<file path="src/rtl/morph_pkg.sv">
// Shared types for the 3x3 morphological filter.
// Assumes: one operation select bit, 0 = maximum, 1 = minimum.
package morph_pkg;

    typedef enum logic {
        OP_MAX = 1'b0,
        OP_MIN = 1'b1
    } morph_op_e;

    localparam int unsigned WIN_DIM = 3;

endpackage

</file>
<file path="src/rtl/morph_reduce3.sv">
// Combinational three-input reducer: returns the largest or smallest input.
// Assumes: unsigned pixel values.
module morph_reduce3
    import morph_pkg::*;
#(
    parameter int unsigned PIX_W = 8
) (
    input  logic [PIX_W-1:0] a,
    input  logic [PIX_W-1:0] b,
    input  logic [PIX_W-1:0] c,
    input  morph_op_e        op,
    output logic [PIX_W-1:0] y
);

    logic [PIX_W-1:0] ab;

    // pick the winner of the first pair, then of that winner against c
    always_comb begin
        if (op == OP_MAX) begin
            ab = (a > b) ? a : b;
            y  = (ab > c) ? ab : c;
        end else begin
            ab = (a < b) ? a : b;
            y  = (ab < c) ? ab : c;
        end
    end

endmodule

</file>
<file path="src/rtl/morph_line_store.sv">
// Line storage and window former.
// Three full-width row banks take whole lines in rotation. For each accepted
// pixel the oldest and middle banks are read at the current column and shifted
// with the incoming pixel into a 3x3 window register.
// Assumes: raster-order input, IMG_W >= 3, IMG_H >= 3; the banks need no reset
// because no window is declared valid before the banks it reads were written.
module morph_line_store
    import morph_pkg::*;
#(
    parameter int unsigned PIX_W = 8,
    parameter int unsigned IMG_W = 128,
    parameter int unsigned IMG_H = 128
) (
    input  logic                                  clk,
    input  logic                                  rst_n,
    input  logic                                  in_valid,
    input  logic [PIX_W-1:0]                      in_pix,
    input  morph_op_e                             in_op,
    output logic                                  win_valid,
    output logic [WIN_DIM-1:0][WIN_DIM-1:0][PIX_W-1:0] win,
    output morph_op_e                             win_op
);

    localparam int unsigned COL_W    = (IMG_W > 1) ? $clog2(IMG_W) : 1;
    localparam int unsigned ROW_W    = (IMG_H > 1) ? $clog2(IMG_H) : 1;
    localparam int unsigned N_BANK   = WIN_DIM;
    localparam logic [COL_W-1:0] COL_LAST = COL_W'(IMG_W - 1);
    localparam logic [ROW_W-1:0] ROW_LAST = ROW_W'(IMG_H - 1);
    localparam logic [COL_W-1:0] COL_FIRST_OUT = COL_W'(WIN_DIM - 1);
    localparam logic [ROW_W-1:0] ROW_FIRST_OUT = ROW_W'(WIN_DIM - 1);

    logic [COL_W-1:0] col_q;
    logic [ROW_W-1:0] row_q;
    logic [1:0]       wr_ptr_q;
    logic [1:0]       old_idx;
    logic [1:0]       mid_idx;
    logic [N_BANK-1:0][PIX_W-1:0] rd_pix;
    logic             line_end;
    logic             frame_end;
    logic             win_ready;

    assign line_end  = (col_q == COL_LAST);
    assign frame_end = line_end && (row_q == ROW_LAST);
    assign win_ready = (col_q >= COL_FIRST_OUT) && (row_q >= ROW_FIRST_OUT);

    // oldest bank follows the one being written, middle bank precedes it
    always_comb begin
        old_idx = (wr_ptr_q == 2'd2) ? 2'd0 : wr_ptr_q + 2'd1;
        mid_idx = (wr_ptr_q == 2'd0) ? 2'd2 : wr_ptr_q - 2'd1;
    end

    // one storage array per bank; written only while it is the current bank
    for (genvar b = 0; b < N_BANK; b++) begin : g_bank
        logic [PIX_W-1:0] mem [IMG_W];

        // store the accepted pixel at the current column of this bank
        always_ff @(posedge clk) begin
            if (in_valid && (wr_ptr_q == 2'(b))) begin
                mem[col_q] <= in_pix;
            end
        end

        assign rd_pix[b] = mem[col_q];
    end

    // column, row and bank pointer advance per accepted pixel
    always_ff @(posedge clk) begin
        if (!rst_n) begin
            col_q    <= '0;
            row_q    <= '0;
            wr_ptr_q <= 2'd0;
        end else if (in_valid) begin
            if (frame_end) begin
                col_q    <= '0;
                row_q    <= '0;
                wr_ptr_q <= 2'd0;
            end else if (line_end) begin
                col_q    <= '0;
                row_q    <= row_q + 1'b1;
                wr_ptr_q <= (wr_ptr_q == 2'd2) ? 2'd0 : wr_ptr_q + 2'd1;
            end else begin
                col_q    <= col_q + 1'b1;
            end
        end
    end

    // shift the window left by one column and load the new right column
    always_ff @(posedge clk) begin
        if (!rst_n) begin
            win       <= '0;
            win_valid <= 1'b0;
            win_op    <= OP_MAX;
        end else begin
            win_valid <= in_valid && win_ready;
            if (in_valid) begin
                for (int r = 0; r < WIN_DIM; r++) begin
                    for (int c = 0; c < WIN_DIM - 1; c++) begin
                        win[r][c] <= win[r][c+1];
                    end
                end
                win[0][WIN_DIM-1] <= rd_pix[old_idx];
                win[1][WIN_DIM-1] <= rd_pix[mid_idx];
                win[2][WIN_DIM-1] <= in_pix;
                win_op            <= in_op;
            end
        end
    end

endmodule

</file>
<file path="src/rtl/morph_reduce_tree.sv">
// Two-stage registered reduction of a 3x3 window.
// Stage one reduces each window row to one value; stage two combines the
// three row results. The output register holds its value between results.
// Assumes: the operation travels with its window through both stages.
module morph_reduce_tree
    import morph_pkg::*;
#(
    parameter int unsigned PIX_W = 8
) (
    input  logic                                       clk,
    input  logic                                       rst_n,
    input  logic                                       win_valid,
    input  logic [WIN_DIM-1:0][WIN_DIM-1:0][PIX_W-1:0] win,
    input  morph_op_e                                  win_op,
    output logic                                       res_valid,
    output logic [PIX_W-1:0]                           res_pix
);

    logic [WIN_DIM-1:0][PIX_W-1:0] row_res;
    logic [WIN_DIM-1:0][PIX_W-1:0] row_q;
    logic                          row_vld_q;
    morph_op_e                     row_op_q;
    logic [PIX_W-1:0]              fin_res;

    // first level: one reducer per window row
    for (genvar r = 0; r < WIN_DIM; r++) begin : g_row
        morph_reduce3 #(.PIX_W(PIX_W)) u_row_red (
            .a  (win[r][0]),
            .b  (win[r][1]),
            .c  (win[r][2]),
            .op (win_op),
            .y  (row_res[r])
        );
    end

    // register the row results with their operation
    always_ff @(posedge clk) begin
        if (!rst_n) begin
            row_q     <= '0;
            row_vld_q <= 1'b0;
            row_op_q  <= OP_MAX;
        end else begin
            row_vld_q <= win_valid;
            if (win_valid) begin
                row_q    <= row_res;
                row_op_q <= win_op;
            end
        end
    end

    // second level: combine the three row results
    morph_reduce3 #(.PIX_W(PIX_W)) u_fin_red (
        .a  (row_q[0]),
        .b  (row_q[1]),
        .c  (row_q[2]),
        .op (row_op_q),
        .y  (fin_res)
    );

    // output register, loaded only when a result is ready
    always_ff @(posedge clk) begin
        if (!rst_n) begin
            res_valid <= 1'b0;
            res_pix   <= '0;
        end else begin
            res_valid <= row_vld_q;
            if (row_vld_q) begin
                res_pix <= fin_res;
            end
        end
    end

endmodule

</file>
<file path="src/rtl/morph_filter3x3.sv">
// Streaming 3x3 grayscale dilation / erosion.
// Accepts one raster-order pixel per in_valid cycle and emits one result per
// pixel that completes a full neighbourhood; no border padding.
// Assumes: frames are exactly IMG_W x IMG_H pixels; op_sel is sampled with
// each accepted pixel.
module morph_filter3x3
    import morph_pkg::*;
#(
    parameter int unsigned PIX_W = 8,
    parameter int unsigned IMG_W = 128,
    parameter int unsigned IMG_H = 128
) (
    input  logic             clk,
    input  logic             rst_n,
    input  logic             in_valid,
    input  logic [PIX_W-1:0] in_pix,
    input  logic             op_sel,
    output logic             out_valid,
    output logic [PIX_W-1:0] out_pix
);

    logic                                       win_valid;
    logic [WIN_DIM-1:0][WIN_DIM-1:0][PIX_W-1:0] win;
    morph_op_e                                  win_op;
    morph_op_e                                  in_op;

    assign in_op = morph_op_e'(op_sel);

    morph_line_store #(
        .PIX_W (PIX_W),
        .IMG_W (IMG_W),
        .IMG_H (IMG_H)
    ) u_lines (
        .clk       (clk),
        .rst_n     (rst_n),
        .in_valid  (in_valid),
        .in_pix    (in_pix),
        .in_op     (in_op),
        .win_valid (win_valid),
        .win       (win),
        .win_op    (win_op)
    );

    morph_reduce_tree #(
        .PIX_W (PIX_W)
    ) u_tree (
        .clk       (clk),
        .rst_n     (rst_n),
        .win_valid (win_valid),
        .win       (win),
        .win_op    (win_op),
        .res_valid (out_valid),
        .res_pix   (out_pix)
    );

endmodule

</file>
<file path="config.mk">
export PLATFORM = sky130hd
export DESIGN_NAME = morph_filter3x3
export DESIGN_NICKNAME = d
export VERILOG_FILES = /design/src/rtl/morph_pkg.sv /design/src/rtl/morph_reduce3.sv /design/src/rtl/morph_line_store.sv /design/src/rtl/morph_reduce_tree.sv /design/src/rtl/morph_filter3x3.sv
export SDC_FILE = /design/constraint.sdc
export NUM_CORES = 2
export LEC_CHECK = 0
export ABC_CLOCK_PERIOD_IN_PS = 6200
export BUFFER_PORTS_ARGS = -buffer_cell sky130_fd_sc_hd__buf_2
export CAP_MARGIN = 20
export CORE_MARGIN = 2
export CORE_UTILIZATION = 55
export DETAILED_ROUTE_END_ITERATION = 6
export GPL_ROUTABILITY_DRIVEN = 0
export PLACE_DENSITY = 0.67
export SETUP_SLACK_MARGIN = 0.3
export SYNTH_ARGS = -nofsm -noshare
export SYNTH_HDL_FRONTEND = slang
export SYNTH_SLANG_ARGS = --single-unit
</file>
<file path="constraint.sdc">
create_clock -name clk -period 6.2 [get_ports clk]
set_clock_uncertainty 0.15 [all_clocks]
set_input_delay 1.86 -clock clk [delete_from_list [all_inputs] [get_ports clk]]
set_output_delay 1.86 -clock clk [all_outputs]
set_load 0.03 [all_outputs]
</file>
==> flow_metrics.env <==
export IMPL_grtUsageTotal_pct=26.1
export IMPL_cp_common_cell="a21oi_1"
export IMPL_cts_made_buffers=337
export IMPL_synthArstFlopShare_pct=0
export IMPL_grt_pass1_vias=65400
export IMPL_crit_chain="inv_1, ha_1, a21o_1, a21oi_1, a21oi_1, o22ai_1, mux2_2, ha_1, nor2b_1, o21ai_0, a21oi_1, o21ai_0, a22oi_1, mux2i_1, o21a_1, a31oi_1"
export IMPL_end_kind="register"
export IMPL_synth_top_area_share_pct=72.1
export IMPL_io_pins=21
export IMPL_post_route_period_util_pct=75.2
export IMPL_io_buffers=20
export IMPL_areaGrowthSynthToFinish_pct=11.7
export IMPL_finalHoldViolCount=0
export IMPL_status="finished, final reports clean"
export IMPL_slew_headroom_pct=18.7
export IMPL_num_vias=65100
export IMPL_layout_cells_non_filler=10000
export IMPL_start_util_pct=55.1
export IMPL_synth_top_area_cell="edfxtp_1"
export IMPL_synth_area_um2=128000
export IMPL_maxCapViolCount=0
export IMPL_leakage_nw=44.0
export IMPL_place_hpwl_um=190000
export IMPL_htree_num_levels=5
export IMPL_synth_cell_types=62
export IMPL_syn_num_nets=6672
export IMPL_ys_ff_latch=3204
export IMPL_synthesis_instances=6559
export IMPL_cp_required_ps=6920
export IMPL_cts_num_sinks=3204
export IMPL_die_x_um=486
export IMPL_total_power_mw=45.7
export IMPL_drt_pre_antenna_iters=6
export IMPL_cp_start_kind="register"
export IMPL_avgSynthCellArea_um2=19.5
export IMPL_drt_iter0_drc=7791
export IMPL_cts_root_buf="clkbuf_16"
export IMPL_postRouteWirelength_um=310000
export IMPL_ant_nets=0
export IMPL_synth_compound_area_share_pct=3.81
export IMPL_hold_path_class="reg -> reg"
export IMPL_synthSimpleGateAreaFrac_pct=3.50
export IMPL_synth_edf_count=3072
export IMPL_synthAdderAreaFrac_pct=0.987
export IMPL_fp_row_count=177
export IMPL_via_per_inst=6.49
export IMPL_fin_crit_ps=4660
export IMPL_clock_path_buffers=4
export IMPL_rsz0062_at_grt="no"
export IMPL_grt_max_degree=146
export IMPL_arrival_ps=5380
export IMPL_die_h_um=486
export IMPL_fin_nets=6863
export IMPL_crit_path_max_fanout=9
export IMPL_synthMuxAreaShare_pct=15.8
export IMPL_clock_latency_ps=950
export IMPL_critPathBufInv=1
export IMPL_coreArea_um2=232000
export IMPL_tightest_slew_ps=1220
export IMPL_yosysWarningCount=0
export IMPL_wl_per_cell_um=30.9
export IMPL_clk_pin_slew_worst_paths_ps=60
export IMPL_grt_pass1_wl_um=453000
export IMPL_ctsResizeCount=0
export IMPL_synth_top_flop_cell="edfxtp_1"
export IMPL_setup_viol=0
export IMPL_synthTopCellsByArea="edfxtp_1 72%, mux4_2 12%, mux2i_1 2.6%"
export IMPL_grt_overflow_total=0
export IMPL_peakVddDrop_uv=389
export IMPL_min_from="u_lines.row_q[5]"
export IMPL_critPathMaxStageDelay_ps=800
export IMPL_slew_viol_final=0
export IMPL_setup_tns_final_ps=0
export IMPL_dieArea_um2=237000
export IMPL_slowest_stage="a22oi_1"
export IMPL_synth_xor_area_share_pct=0.0616
export IMPL_worst_setup_path_type="reg -> reg"
export IMPL_ys_seq_area_share_pct=74.1
export IMPL_power_density_nw_per_um2=320
export IMPL_crit_family="compound AO/OA/AOI/OAI gates"
export IMPL_fmax_mhz=215
export IMPL_dpl_cell_count=9454
export IMPL_cts_setup_buffers=0
export IMPL_synth_top_family_by_area="multiplexers"
export IMPL_antenna_found_initial=11
export IMPL_route_detailed_drc=0
export IMPL_ctsHoldBuffers=0
export IMPL_timing_rr_start="u_lines.win[35]"
export IMPL_cts_tree="built"
export IMPL_drive_gt1_share_pct=22.0
export IMPL_critical_path_startpoint="u_lines.win[35]"
cell usage after synthesis (42+ instances only):
| cell | count |
|---|---|
| mux2_2 | 106 |
| o221ai_1 | 46 |
| nand2_1 | 126 |
| ha_1 | 101 |
| o22a_1 | 42 |
| nand3_1 | 62 |
| a21oi_1 | 53 |
| o22ai_1 | 60 |
| mux2i_1 | 333 |
| buf_2 | 103 |
| edfxtp_1 | 3072 |
| a22oi_1 | 138 |
| inv_1 | 69 |
| nor2b_1 | 114 |
| dfxtp_1 | 132 |
| nor2_1 | 447 |
| mux4_2 | 697 |
| clkbuf_1 | 205 |
| a211oi_1 | 58 |
| o21ai_0 | 135 |
report_power, final:
group          switching (mW)  internal [mW]  total (mW)
clock                    8.09           11.4        19.5
sequential             0.0775           23.7        23.8
combinational            1.44           1.00        2.44
placed cells by master (no fill, tap or decap), types with 57 or more instances in the layout:
master,n
clkbuf_1,57
mux2_2,106
edfxtp_1,3072
nor2b_1,113
clkbuf_16,345
nand2_1,122
inv_1,69
nand3_1,62
o21ai_0,135
dfxtp_1,126
clkinv_1,80
mux4_2,697
a22oi_1,138
a211oi_1,58
nor2_1,445
ha_1,101
buf_4,188
mux2i_1,333
o22ai_1,60
logic make-up (layout without fill, tap and decap cells):
logic type	count (synthesis)	after routing
other	0	3
buffers and inverters	466	906
muxes	1136	1136
xor gates and xnor gates	9	9
and+or+nand+nor	944	944
DFF	3204	3204
adders and majority gates	101	101
AOI/OAI and AO/OA	699	699
cell type report:
class                      instances  area (um2)
inverter                          71         267
clock buffer                     406        8900
sequential                      3204       94900
multi-input combinational       2889       31000
clock inverter                   182        1600
timing repair buffer             247        2420
tap                             3043        3810
antenna                            3        7.51
fill                           16100       89200
worst register-to-register path, delay by kind of cell (launching register included):
kind                       cells  cell delay [ps]
buffers and inverters          1               70
AOI/OAI and AO/OA             10             2650
and+or+nand+nor                1              130
DFF                            1              360
adders and majority gates      2              580
muxes                          2              640
per-layer routing:
metal / wire length (um) / track usage (%) / part of all wire, % / vias up
li1: - / - / - / 27300
met1: 127000 / 37.9 / 41 / 34200
met2: 149000 / 41.4 / 48 / 3041
met3: 24100 / 4.24 / 7.8 / 519
met4: 9290 / 7.97 / 3.0 / 2
met5: 10 / 0 / 0.0032 / -
stage by stage:
step	hold WS, ps	util [%]	setup WS (ps)	cell area [um2]
after global routing	409	61.6	1120	143000
after detailed placement	357	57.0	1600	132000
final	388	61.6	1540	143000
after CTS	367	61.6	1580	143000
after floorplan	322	-	2030	128000
after global placement	343	57.0	1570	132000
sequential cells by signal, summed over array words and instances (netlist names), 2 cells and up, named ones only:
register            flops
u_lines.wr_ptr_q        2
u_tree.row_q           24
u_lines.row_q           7
u_lines.win            72
u_tree.res_pix          8
u_lines.col_q           7
u_lines.g_bank.mem   3072
final timing paths:
kind / to / slack, ps / depth (start not counted)
min: u_lines.row_q[5] / 390 / 2
min reg2reg: u_lines.row_q[5] / 390 / 2
max: u_tree.row_q[12] / 1540 / 16
max reg2reg: u_tree.row_q[12] / 1540 / 16
Note: power is estimated with default switching activity, not from simulation.
